## src/rtl/xfd_pkg.sv

```systemverilog
package xfd_pkg;
  // Strobes from control to datapath
  typedef struct packed {
    logic advance;
  } xfdStrobe_t;

  // Qualification flags from datapath to control
  typedef struct packed {
    logic armed;
    logic ratioOk;
  } xfdFlags_t;
endpackage

```

## src/rtl/xfd_datapath.sv

```systemverilog
module xfd_datapath
  import xfd_pkg::*;
#(
  parameter int SPC   = 32,
  parameter int MAG_W = 16,
  parameter int BASE  = 1024
) (
  input  logic             clk,
  input  logic             rst,
  input  xfdStrobe_t       stb,
  input  logic [MAG_W-1:0] restrainMag,
  input  logic [MAG_W-1:0] diffMag,
  output xfdFlags_t        flags
);
  localparam int PTR_W = (SPC > 1) ? $clog2(SPC) : 1;
  localparam logic [MAG_W-1:0] ARM_THR = MAG_W'((BASE >> 1) + (BASE >> 2));

  logic [MAG_W-1:0] rHist [SPC];
  logic [MAG_W-1:0] dHist [SPC];
  logic [PTR_W-1:0] wrPtr;

  logic [MAG_W:0]   rDelta, dDelta;
  logic [MAG_W-1:0] rRise, dRise;

  // Change against the entry written one power cycle ago
  always_comb begin
    rDelta = {1'b0, restrainMag} - {1'b0, rHist[wrPtr]};
    dDelta = {1'b0, diffMag} - {1'b0, dHist[wrPtr]};
    rRise  = rDelta[MAG_W] ? '0 : rDelta[MAG_W-1:0];
    dRise  = dDelta[MAG_W] ? '0 : dDelta[MAG_W-1:0];
    flags.armed   = rRise > ARM_THR;
    flags.ratioOk = {dRise, 1'b0} < {1'b0, rRise};
  end

  always_ff @(posedge clk) begin
    if (rst) begin
      wrPtr <= '0;
      for (int i = 0; i < SPC; i++) begin
        rHist[i] <= '0;
        dHist[i] <= '0;
      end
    end else if (stb.advance) begin
      rHist[wrPtr] <= restrainMag;
      dHist[wrPtr] <= diffMag;
      wrPtr <= (wrPtr == PTR_W'(SPC - 1)) ? '0 : wrPtr + 1'b1;
    end
  end

  AST_PTR_WRAP: assert property (@(posedge clk) disable iff (rst)
    (stb.advance && wrPtr == PTR_W'(SPC - 1)) |=> (wrPtr == '0));
  AST_PTR_HOLD: assert property (@(posedge clk) disable iff (rst)
    !stb.advance |=> $stable(wrPtr));
endmodule

```

## src/rtl/xfd_control.sv

```systemverilog
module xfd_control
  import xfd_pkg::*;
#(
  parameter int SPC       = 32,
  parameter int DWELL_NUM = 3,
  parameter int DWELL_DEN = 16,
  parameter int SHORT_CYC = 3,
  parameter int LONG_CYC  = 60
) (
  input  logic       clk,
  input  logic       rst,
  input  logic       sampleStb,
  input  logic       altTrig,
  input  logic       cancelLong,
  input  xfdFlags_t  flags,
  output xfdStrobe_t stb,
  output logic       extFault,
  output logic       shortHold,
  output logic       longHold
);
  localparam int DWELL   = (SPC * DWELL_NUM / DWELL_DEN > 0) ? SPC * DWELL_NUM / DWELL_DEN : 1;
  localparam int SHORT_N = SPC * SHORT_CYC;
  localparam int LONG_N  = SPC * LONG_CYC;
  localparam int DW_W    = $clog2(DWELL + 1);
  localparam int SH_W    = $clog2(SHORT_N + 1);
  localparam int LG_W    = $clog2(LONG_N + 1);

  logic [DW_W-1:0] dwellCnt;
  logic [SH_W-1:0] shortCnt;
  logic [LG_W-1:0] longCnt;
  logic            adv, qualify, acTrig, trig;

  assign adv     = sampleStb & ~rst;
  assign stb.advance = adv;
  assign qualify = flags.armed & flags.ratioOk;
  assign acTrig  = adv & qualify & (dwellCnt == DW_W'(DWELL - 1));
  assign trig    = acTrig | (adv & altTrig);

  always_ff @(posedge clk) begin
    if (rst) begin
      dwellCnt <= '0;
      shortCnt <= '0;
      longCnt  <= '0;
    end else begin
      if (adv) begin
        if (!qualify) dwellCnt <= '0;
        else if (dwellCnt != DW_W'(DWELL - 1)) dwellCnt <= dwellCnt + 1'b1;
      end
      if (trig) shortCnt <= SH_W'(SHORT_N);
      else if (adv && shortCnt != '0) shortCnt <= shortCnt - 1'b1;
      if (trig) longCnt <= LG_W'(LONG_N);
      else if (cancelLong) longCnt <= '0;
      else if (adv && longCnt != '0) longCnt <= longCnt - 1'b1;
    end
  end

  assign shortHold = shortCnt != '0;
  assign longHold  = longCnt != '0;
  assign extFault  = shortHold | longHold;

  AST_TRIG_LOADS: assert property (@(posedge clk) disable iff (rst)
    trig |=> (shortHold && longHold));
  AST_CANCEL_LONG: assert property (@(posedge clk) disable iff (rst)
    (cancelLong && !trig) |=> !longHold);
  AST_CANCEL_KEEPS_SHORT: assert property (@(posedge clk) disable iff (rst)
    (cancelLong && !adv) |=> $stable(shortCnt));
  AST_IDLE_STABLE: assert property (@(posedge clk) disable iff (rst)
    !adv |=> ($stable(dwellCnt) && $stable(shortCnt)));
  AST_TRIG_BEATS_CANCEL: assert property (@(posedge clk) disable iff (rst)
    (trig && cancelLong) |=> longHold);
endmodule

```

## src/rtl/ext_fault_detector.sv

```systemverilog
module ext_fault_detector
  import xfd_pkg::*;
#(
  parameter int SPC       = 32,
  parameter int MAG_W     = 16,
  parameter int BASE      = 1024,
  parameter int DWELL_NUM = 3,
  parameter int DWELL_DEN = 16,
  parameter int SHORT_CYC = 3,
  parameter int LONG_CYC  = 60
) (
  input  logic             clk,
  input  logic             rst,
  input  logic             sampleStb,
  input  logic [MAG_W-1:0] restrainMag,
  input  logic [MAG_W-1:0] diffMag,
  input  logic             altTrig,
  input  logic             cancelLong,
  output logic             extFault,
  output logic             shortHold,
  output logic             longHold
);
  xfdStrobe_t stb;
  xfdFlags_t  flags;

  xfd_datapath #(.SPC(SPC), .MAG_W(MAG_W), .BASE(BASE)) u_dp (
    .clk(clk), .rst(rst), .stb(stb),
    .restrainMag(restrainMag), .diffMag(diffMag), .flags(flags)
  );

  xfd_control #(
    .SPC(SPC), .DWELL_NUM(DWELL_NUM), .DWELL_DEN(DWELL_DEN),
    .SHORT_CYC(SHORT_CYC), .LONG_CYC(LONG_CYC)
  ) u_ctl (
    .clk(clk), .rst(rst), .sampleStb(sampleStb), .altTrig(altTrig),
    .cancelLong(cancelLong), .flags(flags), .stb(stb),
    .extFault(extFault), .shortHold(shortHold), .longHold(longHold)
  );

  AST_OUT_LOW_IN_RESET: assert property (@(posedge clk)
    rst |=> !extFault);
endmodule

```

## config.mk

```make
export PLATFORM = sky130hd
export DESIGN_NAME = ext_fault_detector
export DESIGN_NICKNAME = d
export VERILOG_FILES = /design/src/rtl/xfd_pkg.sv /design/src/rtl/xfd_datapath.sv /design/src/rtl/xfd_control.sv /design/src/rtl/ext_fault_detector.sv
export SDC_FILE = /design/constraint.sdc
export NUM_CORES = 2
export LEC_CHECK = 0
export BUFFER_PORTS_ARGS = -buffer_cell sky130_fd_sc_hd__buf_2
export CAP_MARGIN = 25
export CORE_AREA = 2 2 380 382
export DETAILED_ROUTE_END_ITERATION = 12
export DIE_AREA = 0 0 382 384
export GPL_TIMING_DRIVEN = 0
export HOLD_SLACK_MARGIN = 0.06
export SLEW_MARGIN = 20
export SYNTH_ARGS = -nofsm -noshare
export SYNTH_HDL_FRONTEND = slang
export SYNTH_SLANG_ARGS = --single-unit
```

## constraint.sdc

```tcl
create_clock -name clk -period 7 [get_ports clk]
set_input_delay 2.1 -clock clk [delete_from_list [all_inputs] [get_ports clk]]
set_output_delay 2.1 -clock clk [all_outputs]
set_load 0.02 [all_outputs]
```

==> results.toml <==
[status]
status = "finished clean"

[sta]
hold_ws_ns = 0.4748
max_clock_freq_ghz = 0.1475
rsz0062_at_grt = "false"
hold_viol = 0
setup_viol = 0
period_needed_ns = 6.780
tightest_slew_ns = 1.101
post-route-period-util_pct = 96.86
finClkSkew_ns = 0.02592
maxSlewViolCount = 0
slew_headroom_pct = 26.60

[worst_setup_path]
cp_max_fo = 10
crit_type = "reg -> reg"
critPathTopFamily = "compound AO/OA/AOI/OAI gates"
worst-path-buf-inv = 5
crit_arrival_ns = 7.36
cp_slowest_cell = "mux4_2"
crit_path_end_kind = "flop"
critical-path-max-stage-delay_ns = 0.54
required_ns = 7.58
timing.critical_path.from_type = "flop"

[pwr]
clkPwrFrac_pct = 40.5
peakVddDrop_mv = 0.1798
power.density_nw_per_um2 = 261.4
p_leak_nw = 19.91
p_int_w = 0.01124
p_total_w = 0.01483
power_frac_seq_pct = 48.6
sw_frac_of_total_pct = 24.19
p_comb_share_pct = 10.9
power.switching_w = 0.003586

[die]
die_h_um = 384
start_util_pct = 34.70
fp.coreArea_um2 = 142800
die_x_um = 382
num_rows = 139
ioPinCount = 40
die-area_um2 = 146700

[detailed_routing]
avgRoutedWirePerCell_um = 26.54
drtPass1Iterations = 5
drt_iter0_drc = 2940
drtAntennaViolNets = 0
num_vias = 28120
drcViolationCount = 0
wl_um = 143700
viasPerCell = 5.195

[yosys]
ys_types = 58
synth_area_um2 = 49550
ys.flop_type = "edfxtp_1"
synth_edf_count = 1024
synth_top_family_by_area = "multiplexers"
yosys.area_share.simple_pct = 15.17
synth.avg_cell_area_um2 = 15.35
async_reset_ff_share_pct = 0
netlist_instances = 3227
synth-seq-cells = 1055
synth_mux_area_share_pct = 15.26
synthAdderAreaFrac_pct = 1.520
synth_nets = 3323
yosysSeqAreaShare_pct = 63.31
synth_xor_area_share_pct = 0.6717
yosysWarnings = 0
synth-compound-area-share_pct = 1.505

[clock_tree]
cts-buffers-inserted = 113
clockRootBuffer = "clkbuf_16"
cts_max_level = 3
cts_sinks = 1055
clock_latency_ns = 0.70
cts.clk_slew.worst_paths_ns = 0.06
cts.path.max_buffers = 3
cts_tree = "yes"

[layout]
area_growth_pct = 14.45
mostFrequentLayoutCell = "edfxtp_1"
final_cell_mix = "edfxtp_1 (1024), and2_1 (900), mux4_2 (320)"
multiInputGateArea_um2 = 16960
nNetsFinal = 3507
drive_gt1_share_pct = 19.44
fillers = 13108
regArea_um2 = 31380
final_core_util_pct = 39.72

[placed_design]
port_buffers = 38
place.gp.congestion = 0.9032
hpwl_um = 100800

[worst_hold_path]
min_path_type = "reg -> reg"

[grt]
grt_pass1_vias = 28753
grt-ovfl-total = 0
grt_pass1_wl_um = 204500
antenna_found_initial = 10
grt_max_degree = 33
gr-usage-all-layers_pct = 19.53

[flow_run]
drv_cap = 0
## synth_stat cells, types with 5 or more instances
cell	count	share of area [%]
nor2b_1	5	0.063
xnor2_1	20	0.35
and2_1	900	11
edfxtp_1	1024	62
and3b_1	5	0.088
dfxtp_1	31	1.3
clkbuf_1	281	2.1
or4_1	5	0.076
mux4_2	320	15
nand3b_1	6	0.091
nand3_1	9	0.091
and3_1	12	0.15
buf_1	33	0.25
a21oi_1	33	0.33
nand4_1	5	0.063
mux2i_1	32	0.65
nand2b_1	15	0.19
nand2_1	44	0.33
a21o_1	15	0.23
o21ai_0	23	0.23
inv_1	21	0.16
nor3_1	135	1.4
ha_1	57	1.4
a211oi_1	5	0.076
or2_2	36	0.45
xor2_1	18	0.32
nor4_1	6	0.076
nor2_1	78	0.59
## area by class of cell
class,count,area share [%]
clock inverters,68,1.030
flip-flops and latches,1055,55.33
diodes,2,0.008825
well taps,1903,4.199
repair buffers,73,1.458
clock buffers,144,5.430
multi-input cells,1836,29.91
inverters,21,0.1390
plain buffers,311,2.502
## per-layer routing
metal | track usage [%] | part of all wire [%] | vias up
li1 | - | - | 12370
met1 | 25.31 | 41 | 14464
met2 | 32.46 | 49 | 1023
met3 | 3.391 | 6.4 | 257
met4 | 8.064 | 4.1 | 6
met5 | 0 | 0.031 | -
## sequential cells by signal, summed over array words and instances (netlist names), named ones only
name            cells
u_dp.dHist        512
u_dp.rHist        512
u_ctl.longCnt      11
u_ctl.shortCnt      7
u_dp.wrPtr          5
u_ctl.dwellCnt      3
## through the flow
step / instance area, um^2 / setup TNS (ns) / setup slack (ns) / std cells
after floorplan: 49550 / 0 / 0.3096 / 3227
after global placement: 52120 / -59.67 / -2.960 / 5168
after detailed placement: 52380 / -37.93 / -1.929 / 5182
after CTS: 56340 / 0 / 0.007133 / 5400
after global routing: 56710 / 0 / 0.01538 / 5412
final: 56710 / 0 / 0.2197 / 5413
## worst paths after layout
kind	start	endpoint	slack, ns	cells past startpoint
max	flop	u_ctl.longCnt[1]	0.22	26
max reg2reg	flop	u_ctl.longCnt[1]	0.22	26
min	u_ctl.shortCnt[6]	u_ctl.shortCnt[6]	0.47	2
min reg2reg	u_ctl.shortCnt[6]	u_ctl.shortCnt[6]	0.47	2
## power by group through the flow
stage,clock [W],combinational [W],sequential (W)
6_report,0.00600,0.00162,0.00721
5_1_grt,0.00628,0.00173,0.00723
4_1_cts,0.00604,0.00159,0.00721
3_5_place_dp,0,0.00153,0.00734
3_3_place_gp,0,0.00151,0.00733
2_1_floorplan,0,0.000970,0.00731
## worst reg2reg max path, cell delays in order (launching register included)
cell	delay, ns
dfxtp_4	0.43
clkbuf_16	0.22
buf_12	0.18
mux4_2	0.54
mux4_2	0.54
mux2_2	0.29
ha_2	0.23
fa_2	0.39
nand2b_1	0.20
a211oi_2	0.27
o311a_1	0.26
a211o_1	0.18
a311o_2	0.23
clkbuf_4	0.20
nand2_1	0.09
ha_1	0.33
a2111oi_2	0.39
o21ai_1	0.12
a221oi_1	0.33
o21ai_1	0.13
nand4_1	0.10
nand3_1	0.13
a211oi_4	0.27
buf_12	0.17
a22oi_4	0.10
buf_6	0.19
and3_1	0.14
## timing repair
item / in CTS / in global routing
gates cloned: 1 / 0
hold buffers: 0 / 0
pin swaps: 4 / 3
setup endpoints to repair: 21 / 21
endpoints found under the hold margin: 0 / 0
setup buffers: 6 / 0
resized for setup: 85 / 66
## cell families after synthesis
| logic type | Yosys count |
|---|---|
| mux | 355 |
| xor+xnor | 38 |
| flops | 1055 |
| compound gates | 112 |
| simple gates | 1272 |
| buf+inv | 336 |
| fa+ha+maj | 59 |
No activity file was read; power rests on OpenSTA's default activity.
